===== src/rtl/acttrk_pkg.sv =====
package acttrk_pkg;
   typedef enum logic [1:0] {
      OP_ACT = 2'd0,
      OP_RD  = 2'd1,
      OP_WR  = 2'd2,
      OP_PRE = 2'd3
   } op_e;
endpackage


===== src/rtl/acttrk_bank_slot.sv =====
module acttrk_bank_slot #(
   parameter int ROW_W    = 11,
   parameter int TRCD     = 3,
   parameter int TRC      = 10,
   parameter int TRAS_MAX = 40
) (
   input  logic             clk,
   input  logic             rst_n,
   input  logic             act_go,
   input  logic             pre_go,
   input  logic [ROW_W-1:0] act_row,
   output logic             open_o,
   output logic [ROW_W-1:0] row_o,
   output logic             rcd_ok,
   output logic             rc_ok,
   output logic             overdue
);
   localparam int SAT = (TRC > TRAS_MAX + 1) ? TRC : TRAS_MAX + 1;
   localparam int CW  = $clog2(SAT + 1);
   localparam logic [CW-1:0] SAT_L  = CW'(SAT);
   localparam logic [CW-1:0] RCD_L  = CW'(TRCD);
   localparam logic [CW-1:0] RC_L   = CW'(TRC);
   localparam logic [CW-1:0] RAS_L  = CW'(TRAS_MAX);

   logic [CW-1:0] age_q;

   // age_q equals the gap, in cycles, to the activating edge
   always_ff @(posedge clk) begin
      if (!rst_n)              age_q <= SAT_L;
      else if (act_go)         age_q <= CW'(1);
      else if (age_q != SAT_L) age_q <= age_q + CW'(1);
   end

   always_ff @(posedge clk) begin
      if (!rst_n) begin
         open_o <= 1'b0;
         row_o  <= '0;
      end else if (act_go) begin
         open_o <= 1'b1;
         row_o  <= act_row;
      end else if (pre_go) begin
         open_o <= 1'b0;
      end
   end

   assign rcd_ok  = (age_q >= RCD_L);
   assign rc_ok   = (age_q >= RC_L);
   assign overdue = open_o && (age_q > RAS_L);

   AST_RCD_AFTER_ACT: assert property (@(posedge clk) disable iff (!rst_n)
      act_go |=> !rcd_ok);
   AST_FRESH_NOT_OVERDUE: assert property (@(posedge clk) disable iff (!rst_n)
      act_go |=> (open_o && !overdue));
   AST_ROW_HOLD: assert property (@(posedge clk) disable iff (!rst_n)
      (open_o && !pre_go) |=> (open_o && $stable(row_o)));
endmodule


===== src/rtl/acttrk_act_spacing.sv =====
module acttrk_act_spacing #(
   parameter int TRRD = 2
) (
   input  logic clk,
   input  logic rst_n,
   input  logic any_act,
   output logic rrd_ok
);
   generate
      if (TRRD <= 1) begin : g_free
         logic unused_in;
         assign unused_in = clk ^ rst_n ^ any_act;
         assign rrd_ok = 1'b1;
      end else begin : g_count
         localparam int CW = $clog2(TRRD + 1);
         localparam logic [CW-1:0] SAT_L = CW'(TRRD);
         logic [CW-1:0] gap_q;
         always_ff @(posedge clk) begin
            if (!rst_n)              gap_q <= SAT_L;
            else if (any_act)        gap_q <= CW'(1);
            else if (gap_q != SAT_L) gap_q <= gap_q + CW'(1);
         end
         assign rrd_ok = (gap_q == SAT_L);

         AST_RRD_BLOCK: assert property (@(posedge clk) disable iff (!rst_n)
            any_act |=> !rrd_ok);
      end
   endgenerate
endmodule


===== src/rtl/act_timing_tracker.sv =====
module act_timing_tracker #(
   parameter int NUM_BANKS = 4,
   parameter int ROW_W     = 11,
   parameter int TRCD      = 3,
   parameter int TRC       = 10,
   parameter int TRRD      = 2,
   parameter int TRAS_MAX  = 40
) (
   input  logic                       clk,
   input  logic                       rst_n,
   input  logic                       cmd_vld,
   input  logic [1:0]                 cmd_op,
   input  logic [$clog2(NUM_BANKS)-1:0] cmd_bank,
   input  logic [ROW_W-1:0]           cmd_row,
   output logic                       res_vld,
   output logic                       res_ok,
   output logic [NUM_BANKS-1:0]       bank_open,
   output logic [NUM_BANKS*ROW_W-1:0] bank_row,
   output logic [NUM_BANKS-1:0]       bank_overdue
);
   import acttrk_pkg::*;

   localparam int BA_W = $clog2(NUM_BANKS);

   generate
      if (NUM_BANKS < 2 || (1 << BA_W) != NUM_BANKS) begin : g_chk_nb
         $error("NUM_BANKS must be a power of two, at least 2");
      end
      if (TRCD < 2) begin : g_chk_rcd
         $error("TRCD must be at least 2");
      end
      if (TRC < TRRD || TRC < TRCD) begin : g_chk_rc
         $error("TRC must cover TRRD and TRCD");
      end
      if (TRAS_MAX < TRC) begin : g_chk_ras
         $error("TRAS_MAX must be at least TRC");
      end
   endgenerate

   op_e                 op;
   logic [NUM_BANKS-1:0] rcd_ok, rc_ok, act_go, pre_go;
   logic                rrd_ok, grant;

   assign op = op_e'(cmd_op);

   always_comb begin
      unique case (op)
         OP_ACT:       grant = !bank_open[cmd_bank] && rc_ok[cmd_bank] && rrd_ok;
         OP_RD, OP_WR: grant = bank_open[cmd_bank] && rcd_ok[cmd_bank];
         default:      grant = 1'b1;
      endcase
   end

   generate
      for (genvar i = 0; i < NUM_BANKS; i++) begin : g_bank
         logic hit;
         assign hit       = cmd_vld && grant && (cmd_bank == BA_W'(i));
         assign act_go[i] = hit && (op == OP_ACT);
         assign pre_go[i] = hit && (op == OP_PRE);

         acttrk_bank_slot #(
            .ROW_W(ROW_W), .TRCD(TRCD), .TRC(TRC), .TRAS_MAX(TRAS_MAX)
         ) u_slot (
            .clk     (clk),
            .rst_n   (rst_n),
            .act_go  (act_go[i]),
            .pre_go  (pre_go[i]),
            .act_row (cmd_row),
            .open_o  (bank_open[i]),
            .row_o   (bank_row[i*ROW_W +: ROW_W]),
            .rcd_ok  (rcd_ok[i]),
            .rc_ok   (rc_ok[i]),
            .overdue (bank_overdue[i])
         );
      end
   endgenerate

   acttrk_act_spacing #(.TRRD(TRRD)) u_spacing (
      .clk     (clk),
      .rst_n   (rst_n),
      .any_act (|act_go),
      .rrd_ok  (rrd_ok)
   );

   always_ff @(posedge clk) begin
      if (!rst_n) begin
         res_vld <= 1'b0;
         res_ok  <= 1'b0;
      end else begin
         res_vld <= cmd_vld;
         res_ok  <= cmd_vld && grant;
      end
   end

   AST_ACCESS_CLOSED: assert property (@(posedge clk) disable iff (!rst_n)
      (cmd_vld && (cmd_op == 2'd1 || cmd_op == 2'd2) && !bank_open[cmd_bank])
      |=> (res_vld && !res_ok));
   AST_ACT_OPEN_REFUSED: assert property (@(posedge clk) disable iff (!rst_n)
      (cmd_vld && cmd_op == 2'd0 && bank_open[cmd_bank]) |=> !res_ok);
   AST_PRE_ALWAYS_OK: assert property (@(posedge clk) disable iff (!rst_n)
      (cmd_vld && cmd_op == 2'd3) |=> (res_vld && res_ok));
   AST_NO_CMD_NO_RES: assert property (@(posedge clk) disable iff (!rst_n)
      !cmd_vld |=> !res_vld);
   AST_ONE_ACT: assert property (@(posedge clk) disable iff (!rst_n)
      $onehot0(act_go));
endmodule


===== config.mk =====
export PLATFORM = sky130hd
export DESIGN_NAME = act_timing_tracker
export DESIGN_NICKNAME = d
export VERILOG_FILES = /design/src/rtl/acttrk_pkg.sv /design/src/rtl/acttrk_bank_slot.sv /design/src/rtl/acttrk_act_spacing.sv /design/src/rtl/act_timing_tracker.sv
export SDC_FILE = /design/constraint.sdc
export NUM_CORES = 1
export LEC_CHECK = 0
export ABC_CLOCK_PERIOD_IN_PS = 3100
export CAP_MARGIN = 10
export CORE_ASPECT_RATIO = 0.5
export CORE_MARGIN = 8
export CORE_UTILIZATION = 45
export DETAILED_ROUTE_END_ITERATION = 16
export PLACE_DENSITY = 0.81
export SLEW_MARGIN = 5
export SYNTH_ARGS = -nofsm -noshare
export SYNTH_HDL_FRONTEND = slang
export SYNTH_SLANG_ARGS = --single-unit

===== constraint.sdc =====
create_clock -name clk -period 3.1 [get_ports clk]
set_clock_uncertainty 0.15 [all_clocks]
set_input_delay 0.31 -clock clk [delete_from_list [all_inputs] [get_ports clk]]
set_output_delay 0.31 -clock clk [all_outputs]
set_load 0.05 [all_outputs]

After elaboration in Yosys (flattened, before gate mapping)
Cells that the tools add are included.
{"block": "op_classes", "mul": 0, "n_div": 0, "n_addsub": 5, "n_reduce_logical": 38, "muxes": 25, "n_eq_ne": 12, "shifts": 0, "bitwise": 1, "magnitude_cmp": 13}
{"operator": "$mux W6", "count": 8}
{"operator": "$add A6 B1 Y6 const B", "count": 4}
{"operator": "$ge A6 B2 Y1 const B", "count": 4}
{"operator": "$ge A6 B4 Y1 const B", "count": 4}
{"operator": "$gt A6 B6 Y1 const B", "count": 4}
{"operator": "$ne A6 B6 Y1 const B", "count": 4}
{"operator": "$logic_and A1 B1 Y1", "count": 20}
{"operator": "$reduce_bool A2 Y1", "count": 9}
{"operator": "$mux W1", "count": 11}
{"operator": "$eq A2 B2 Y1 const B", "count": 5}
{"operator": "$reduce_or A2 Y1", "count": 5}
{"operator": "$bmux W1 S2", "count": 3}
{"operator": "$eq A2 B1 Y1 const B", "count": 2}
{"operator": "$logic_not A2 Y1", "count": 2}
{"operator": "$mux W2", "count": 2}
{"operator": "$reduce_or A4 Y1", "count": 1}
{"operator": "$lt A2 B3 Y1 const B", "count": 1}
{"operator": "$add A2 B1 Y2 const B", "count": 1}
{"operator": "$ne A2 B2 Y1 const B", "count": 1}
{"operator": "$pmux W1 S2", "count": 1}
{"operator": "$logic_not A1 Y1", "count": 1}
{"operator": "$not A1 Y1", "count": 1}
{"block": "word_totals", "reg_bits": 76, "mem_count": 0, "output_inout_bits": 54, "latchBits": 0, "rom_bits": 0, "mem_bits_rw": 0}

Longest topological paths before layout
Gate-level depths: netlist of run 1.
{"block": "depth", "ltp_word": 11, "mapped_depth": 9}

Cells and area by module
A second synthesis of run 1 with hierarchy kept.
{"block": "hier_totals", "hier_cells": 371, "area_unflattened_um2": 3694.8}
{"module": "acttrk_bank_slot", "area_per_inst_um2": 824.5, "n_inst": 4, "cells_each": 82, "seq_area_each_um2": 360.3}
{"module": "act_timing_tracker", "area_per_inst_um2": 299.0, "n_inst": 1, "cells_each": 34, "seq_area_each_um2": 40.0}
{"module": "acttrk_act_spacing", "area_per_inst_um2": 97.6, "n_inst": 1, "cells_each": 9, "seq_area_each_um2": 40.0}

Least setup slack after synthesis of run 1
Ideal clock, no wire load.
{"block": "synth_timing", "kind": "input port to flip-flop", "start": "input port cmd_bank[1]", "end": "register g_bank[0].u_slot.open_o", "path_stages": 9, "setup_slack_ns": 0.739, "arrival_ns": 2.096, "setup_time_ns": 0.115, "n_path_buf": 3, "path_cell_list": "buf_4 -> or4b_4 -> nor4_1 -> nor3_1 -> a311oi_2 -> nor4_1 -> buf_4 -> buf_6 -> o21a_1"}
{"block": "synth_between", "elab_chain_cells": 10, "word_cells_on_any_way": 18, "classes_between": "8 x mux; 10 x reduce/logical"}
{"item": "start: declaration", "line": "act_timing_tracker.sv:13", "text": "input logic [$clog2(NUM_BANKS)-1:0] cmd_bank,"}
{"item": "$bmux W1 S2", "line": "act_timing_tracker.sv:48, act_timing_tracker.sv:49"}
{"item": "$mux W1 (not written as such)", "line": "act_timing_tracker.sv:48, act_timing_tracker.sv:49"}
{"item": "$logic_not A1 Y1", "line": "act_timing_tracker.sv:48", "text": "OP_ACT: grant = !bank_open[cmd_bank] && rc_ok[cmd_bank] && rrd_ok;"}
{"item": "$logic_and A1 B1 Y1 (2 in series)", "line": "act_timing_tracker.sv:48"}
{"item": "$pmux W1 S2", "line": "act_timing_tracker.sv:47", "text": "unique case (op)"}
{"item": "$logic_and A1 B1 Y1", "line": "act_timing_tracker.sv:57", "text": "assign hit = cmd_vld && grant && (cmd_bank == BA_W'(i));"}
{"item": "$logic_and A1 B1 Y1 *", "line": "act_timing_tracker.sv:57"}
{"item": "$logic_and A1 B1 Y1 (on tied branches)", "line": "act_timing_tracker.sv:58, act_timing_tracker.sv:59"}
{"item": "$mux W1 or $reduce_bool A2 Y1 (tied branches)"}
{"item": "end signal: assignment", "line": "acttrk_bank_slot.sv:36", "text": "open_o <= 1'b0;"}
{"item": "end signal: assignment", "line": "acttrk_bank_slot.sv:39", "text": "open_o <= 1'b1;"}
{"item": "end signal: assignment", "line": "acttrk_bank_slot.sv:42", "text": "open_o <= 1'b0;"}
{"item": "end: declaration", "line": "acttrk_bank_slot.sv:12", "text": "output logic open_o,"}
Mark *: on every way between the ends. The rest lies on a longest branch, timed or not. The select of a mux whose other input is x is not followed.
A chain may end at the register's enable or synchronous reset.

Final worst setup path of run 1
{"block": "layout_timing", "start": "input port cmd_bank[1]", "end": "register g_bank[1].u_slot.row_o[9]"}
{"block": "layout_between", "elab_chain_cells": 9, "word_cells_on_any_way": 15, "classes_between": "1 x eq/ne; 7 x mux; 7 x reduce/logical"}
{"item": "$bmux W1 S2", "line": "act_timing_tracker.sv:48, act_timing_tracker.sv:49"}
{"item": "$mux W1 (not written as such)", "line": "act_timing_tracker.sv:48, act_timing_tracker.sv:49"}
{"item": "$logic_not A1 Y1", "line": "act_timing_tracker.sv:48"}
{"item": "$logic_and A1 B1 Y1 (2 in series)", "line": "act_timing_tracker.sv:48"}
{"item": "$pmux W1 S2", "line": "act_timing_tracker.sv:47"}
{"item": "$logic_and A1 B1 Y1", "line": "act_timing_tracker.sv:57"}
{"item": "$logic_and A1 B1 Y1 *", "line": "act_timing_tracker.sv:57"}
{"item": "$logic_and A1 B1 Y1 *", "line": "act_timing_tracker.sv:58", "text": "assign act_go[i] = hit && (op == OP_ACT);"}
{"item": "end signal: assignment", "line": "acttrk_bank_slot.sv:40", "text": "row_o <= act_row;"}
{"item": "end: declaration", "line": "acttrk_bank_slot.sv:13", "text": "output logic [ROW_W-1:0] row_o,"}
Marks and branches as above.

==> results of run 1 <==
==> registers in the layout, summed over array words and instances (netlist names) <==
name                     count
g_bank.u_slot.age_q         24
u_spacing.g_count.gap_q      2
res_ok                       1
g_bank.u_slot.row_o         44
res_vld                      1
g_bank.u_slot.open_o         4
==> cells by family (layout without fill, tap and decap cells) <==
kind of cell,count (synthesis),in the layout,synth area share
compound gates,35,35,0.0673
xor+xnor,21,21,0.0518
fa+ha+maj,15,15,0.0528
buf+inv,42,111,0.0687
flops,76,76,0.428
mux,46,46,0.133
simple gates,129,129,0.198
==> where the power goes <==
| part | switching, uW | total [uW] | internal (uW) | leakage (uW) |
|---|---|---|---|---|
| clock network | 449 | 1010 | 564 | 0.000141 |
| registers | 77.3 | 1120 | 1050 | 0.000616 |
| logic | 297 | 570 | 272 | 0.000951 |
| total | 823 | 2710 | 1880 | 0.00171 |
==> worst paths after layout <==
kind,end,slack [ns],depth (start not counted)
setup / recovery,g_bank[1].u_slot.row_o[9]$_SDFFE_PN0P_,0.34,8
hold / removal,res_vld$_SDFF_PN0_,0.12,2
setup reg to reg,g_bank[3].u_slot.age_q[0]$_SDFFE_PP1N_,0.56,8
hold reg to reg,g_bank[1].u_slot.row_o[8]$_SDFFE_PN0P_,0.31,2
==> cell type report <==
class | instances | area share
inverters | 12 | 0.00973
multi-input cells | 246 | 0.391
well taps | 112 | 0.0303
clock inverters | 7 | 0.0141
flip-flops and latches | 76 | 0.329
repair buffers | 83 | 0.177
clock buffers | 9 | 0.0487
==> per-stage QoR <==
stage | instances | instance area [sq um]
after floorplan | 364 | 3550
after global placement | 529 | 4340
final | 545 | 4630
after CTS | 545 | 4630
after detailed placement | 529 | 4340
after global routing | 545 | 4630
==> synthesized netlist by cell type <==
| cell | count |
|---|---|
| nor3b_2 | 8 |
| dfxtp_1 | 76 |
| o21ai_0 | 5 |
| xor2_1 | 12 |
| a2111oi_2 | 1 |
| nand2_1 | 67 |
| mux4_2 | 1 |
| and4b_1 | 4 |
| nor4bb_1 | 5 |
| a22oi_1 | 1 |
| o21a_1 | 8 |
| nand2b_1 | 6 |
| nor2b_1 | 2 |
| o31a_1 | 1 |
| a311oi_2 | 1 |
| and3_1 | 3 |
| clkbuf_1 | 12 |
| o21ai_1 | 6 |
| and2_1 | 1 |
| or4b_4 | 1 |
| a21oi_1 | 8 |
| a21boi_0 | 1 |
| nor2_1 | 9 |
| nor4_1 | 3 |
| nand3_1 | 8 |
| nand3b_1 | 4 |
| nor3_1 | 5 |
| buf_4 | 13 |
| inv_1 | 12 |
| mux2i_1 | 45 |
| buf_6 | 5 |
| ha_1 | 15 |
| a22o_1 | 2 |
| xnor2_1 | 9 |
| o211ai_2 | 1 |
| nor4b_1 | 3 |
==> routing by layer <==
layer | global-route usage | vias to the layer above | wire (um)
met2 | 0.251 | 49 | 3870
met4 | 0.0510 | 0 | 114
met1 | 0.168 | 1272 | 3520
li1 | - | 1350 | -
met5 | 0 | - | 0
met3 | 0.0467 | 11 | 412
==> impl_metrics.toml, run 1 <==
[clocking]
post_cts_buffers = 0
ctsHoldBuffers = 0
clockBufferDepth = 2
ctsHtreeMaxLevel = 3
cts-root-buf = "clkbuf_16"
cts_tree = "done"
cts_num_sinks = 76
cts.reportedPaths.clkPinSlew_ns = 0.06
cts_buffers = 9
clk-insertion-delay-late_ns = 0.33
ctsResizeCount = 0

[route]
firstDrtPassIters = 6
dr_total_vias = 2682
post_drt_wl_per_cell_um = 14.5
vias_per_cell = 4.92
drcViolationCount = 0
first_iter_violations = 117
wirelength_mm = 7.92
final_antenna_net_count = 0

[grt]
grt_pass1_wl_mm = 13.1
grt_max_degree = 48
antenna_found_initial = 0
grtUsageTotal = 0.145
overflow = 0
grt_pass1_vias = 2682

[synthesis]
yosys_warnings = 0
synth_seq_cells = 76
synth_area_per_cell_sq_um = 9.76
synth_cell_types = 36
synth.top_cell.area_share = 0.428
syn-cell-area_sq_um = 3550
yosysSeqAreaShare = 0.428
synthCells = 364
synth_area_leaders = "dfxtp_1 43%, mux2i_1 13%, nand2_1 7.1%, ha_1 5.3%, xor2_1 3.0%"
synth.largest_area_cell = "dfxtp_1"
syn-num-nets = 397

[min_path]
hold_start = "rst_n"
holdCritPathClass = "in2reg"

[setup_path]
start_kind = "input port"
crit_start = "cmd_bank[1]"
critical_path_buf_inv_count = 3
cp.arrival_ns = 2.88
crit_type = "in2reg"
critPathSlowestCell = "clkdlybuf4s50_1"
crit_family = "buffers and inverters"
required_ns = 3.21
crit_path_end_kind = "flip-flop"
slowest_delay_ns = 0.59
crit_chain = "clkdlybuf4s50_1 -> mux4_2 -> a2111oi_2 -> a311oi_2 -> buf_4 -> nor3_2 -> buf_4 -> mux2i_1"
r2r-start = "g_bank[0].u_slot.age_q[4]$_SDFFE_PP0N_"
critPathMaxFanout = 7
critPathMostFrequentCell = "buf_4"

[final_layout]
fin_util = 0.591
antennaDiodeCount = 0
layout_commonest_cell = "dfxtp_1"
multi_input_area_sq_um = 1810
drive_above_1_share = 0.106
final_cell_mix = "76 x dfxtp_1, 70 x clkdlybuf4s50_1, 67 x nand2_1"
area_growth_syn_to_layout_pct = 30.2
fill_cells = 672
seq_area_sq_um = 1520
layout.nets = 461

[pwr]
p_leak_uw = 0.00171
power_uw = 2710
powerDensity_nw_per_um2 = 585
ir_drop_uv = 272

[sta]
worstMarginPinSlew_ns = 0.525
min_period_ns = 2.76
max_freq_mhz = 362
setup_violations = 0
rsz0062_at_grt = "false"
finalHoldViolCount = 0
hold_slack_ns = 0.125
finalMaxSlewViolations = 0
tns_ns = 0
finalCritPeriodShare = 0.892
slew_headroom = 0.647
fin_ws_ns = 0.336

[floorplan]
die_w_um = 142
start_util = 0.454
die_y_um = 78.8
core_sq_um = 7830
rows = 23
die_area_sq_um = 11200
num_io_pins = 72

[outcome]
status = "finished clean"

[place]
place_congestion = 0.777
hpwl_mm = 5.73
dp_slack_ns = -0.0106
io_buffers = 71

[flow_run]
maxCapViolCount = 0
Power figures use the tool's default switching activity.
==> run 2, diff against run 1 <==
--- a/config.mk
+++ b/config.mk
@@ -6,10 +6,11 @@
 export NUM_CORES = 1
 export LEC_CHECK = 0
 export ABC_CLOCK_PERIOD_IN_PS = 3100
-export CAP_MARGIN = 10
+export CAP_MARGIN = 20
 export CORE_ASPECT_RATIO = 0.5
 export CORE_MARGIN = 8
 export CORE_UTILIZATION = 45
+export CTS_CLUSTER_DIAMETER = 30
 export DETAILED_ROUTE_END_ITERATION = 16
 export PLACE_DENSITY = 0.81
 export SLEW_MARGIN = 5
==> results of run 2 <==
The final DEF is identical to that of run 1; final timing and power are the same.
==> run 3, diff against run 2 <==
--- a/config.mk
+++ b/config.mk
@@ -9,10 +9,10 @@
 export CAP_MARGIN = 20
 export CORE_ASPECT_RATIO = 0.5
 export CORE_MARGIN = 8
-export CORE_UTILIZATION = 45
+export CORE_UTILIZATION = 51
 export CTS_CLUSTER_DIAMETER = 30
 export DETAILED_ROUTE_END_ITERATION = 16
-export PLACE_DENSITY = 0.81
+export PLACE_DENSITY = 0.89
 export SLEW_MARGIN = 5
 export SYNTH_ARGS = -nofsm -noshare
 export SYNTH_HDL_FRONTEND = slang
==> run 3 against run 2 <==
Compared with the run above: design area up 0.59%; register-to-register slack worse by 0.10 ns; sequential cell count unchanged; setup slack worse by 0.047 ns; sequential power about the same; clock power about the same; critical path type unchanged; largest cell class unchanged.
==> impl_metrics.toml, run 3 (same netlist as run 1, synthesis figures left out) <==
[pwr]
ir_drop_uv = 299
p_switching_uw = 797
p_int_uw = 1890
power_uw = 2690
swShare = 0.296
p_comb_frac = 0.218
powerDensity_nw_per_um2 = 578
power_frac_seq = 0.418
clockPowerShare = 0.363
p_leak_uw = 0.00172

[clocking]
cts_tree = "done"
ctsResizeCount = 0
cts_buffers = 9
cts_num_sinks = 76
ctsHoldBuffers = 0
cts.reportedPaths.clkPinSlew_ns = 0.06
cts-root-buf = "clkbuf_16"
clockBufferDepth = 2
post_cts_buffers = 0
clk-insertion-delay-late_ns = 0.34
ctsHtreeMaxLevel = 3

[sta]
max_freq_mhz = 356
rsz0062_at_grt = "false"
worstMarginPinSlew_ns = 0.837
slew_headroom = 0.439
finalCritPeriodShare = 0.907
tns_ns = 0
min_period_ns = 2.81
hold_slack_ns = 0.143
finalMaxSlewViolations = 0
finalHoldViolCount = 0
setup_violations = 0

[final_layout]
layout.nets = 463
top_register = "g_bank.u_slot.row_o"
area_growth_syn_to_layout_pct = 31.0
antennaDiodeCount = 0
largest_reg_flops = 44
fill_cells = 520
reg_top3 = "g_bank.u_slot.row_o x44, g_bank.u_slot.age_q x24, g_bank.u_slot.open_o x4"
layout_commonest_cell = "dfxtp_1"
final_cell_mix = "76 x dfxtp_1, 70 x clkdlybuf4s50_1, 67 x nand2_1"
drive_above_1_share = 0.108

[min_path]
holdCritPathClass = "in2reg"

[route]
vias_per_cell = 5.16
wirelength_mm = 8.15
firstDrtPassIters = 4
first_iter_violations = 174
drcViolationCount = 0
post_drt_wl_per_cell_um = 15.5
final_antenna_net_count = 0
dr_total_vias = 2717

[grt]
antenna_found_initial = 0
grt_pass1_vias = 2651
overflow = 0
grt_pass1_wl_mm = 13.2
grtUsageTotal = 0.167
grt_max_degree = 74

[floorplan]
die_y_um = 75.0
rows = 21
core_sq_um = 6730
die_area_sq_um = 10100
num_io_pins = 72
die_w_um = 134
start_util = 0.528

[setup_path]
setup.worst_path.end = "g_bank[1].u_slot.row_o[0]$_SDFFE_PN0P_"
r2r-start = "g_bank[1].u_slot.open_o$_SDFFE_PN0P_"
crit_type = "in2reg"
cp.arrival_ns = 2.92
reg2regPathDepth = 6
r2r_end = "g_bank[1].u_slot.row_o[0]$_SDFFE_PN0P_"
crit_start = "cmd_bank[1]"
critPathMaxFanout = 9
start_kind = "input port"
r2r_slack_ns = 0.46
required_ns = 3.21
crit_path_end_kind = "flip-flop"

[place]
hpwl_mm = 5.72
io_buffers = 71
place_congestion = 0.780

[flow_run]
maxCapViolCount = 0

[outcome]
status = "finished clean"
## run 3: power by group through the flow
| stage | logic (uW) | registers [uW] | clock network (uW) |
|---|---|---|---|
| 2_1_floorplan | 433 | 1150 | 0 |
| 3_3_place_gp | 556 | 1140 | 0 |
| 3_5_place_dp | 578 | 1140 | 0 |
| 4_1_cts | 593 | 1120 | 1000 |
| 5_1_grt | 658 | 1140 | 1050 |
| 6_report | 588 | 1120 | 978 |
## run 3: metrics by stage
step	instances	instance area (sq um)	setup WS (ns)	utilization
after floorplan	364	3550	0.739	-
after CTS	527	4650	0.300	0.692
final	527	4650	0.289	0.692
after detailed placement	511	4380	-0.0443	0.651
after global placement	511	4380	0.0344	0.651
after global routing	527	4650	0.134	0.692
## run 3: how the worst min path moves through the flow
stage                                            from  slack [ns]  depth (start not counted)                                endpoint
2_1_floorplan                                 cmd_vld        0.30                          1                      res_vld$_SDFF_PN0_
3_3_place_gp   g_bank[3].u_slot.row_o[6]$_SDFFE_PN0P_        0.29                          2  g_bank[3].u_slot.row_o[6]$_SDFFE_PN0P_
3_5_place_dp   g_bank[0].u_slot.row_o[5]$_SDFFE_PN0P_        0.29                          2  g_bank[0].u_slot.row_o[5]$_SDFFE_PN0P_
4_1_cts                                         rst_n        0.14                          2  g_bank[0].u_slot.age_q[5]$_SDFFE_PN1P_
5_1_grt                                         rst_n        0.15                          2  g_bank[0].u_slot.age_q[5]$_SDFFE_PN1P_
6_report                                        rst_n        0.14                          2  g_bank[0].u_slot.age_q[5]$_SDFFE_PN1P_
## run 3: per-layer routing
metal | GRT usage | share of wire | vias up
met4 | 0.0703 | 0.0090 | 0
li1 | - | - | 1361
met5 | 0 | 0 | -
met2 | 0.277 | 0.48 | 62
met1 | 0.192 | 0.43 | 1288
met3 | 0.0659 | 0.080 | 6
## run 3: worst max-delay path, cell delays in order
cell and delay, ns:
clkdlybuf4s50_1 0.52, mux4_2 0.54, a2111oi_2 0.35, a311oi_2 0.14, nor3_2 0.67, buf_12 0.20, mux2i_1 0.19
## run 3: cell type report
cell class                 count  area (sq um)  share of cell area
multi-input combinational    246          1810               0.389
sequential                    76          1520               0.327
timing repair buffer          85           886               0.190
clock buffer                  11           243              0.0522
tap                           92           115              0.0247
inverter                      12          45.0             0.00968
clock inverter                 5          35.0             0.00753
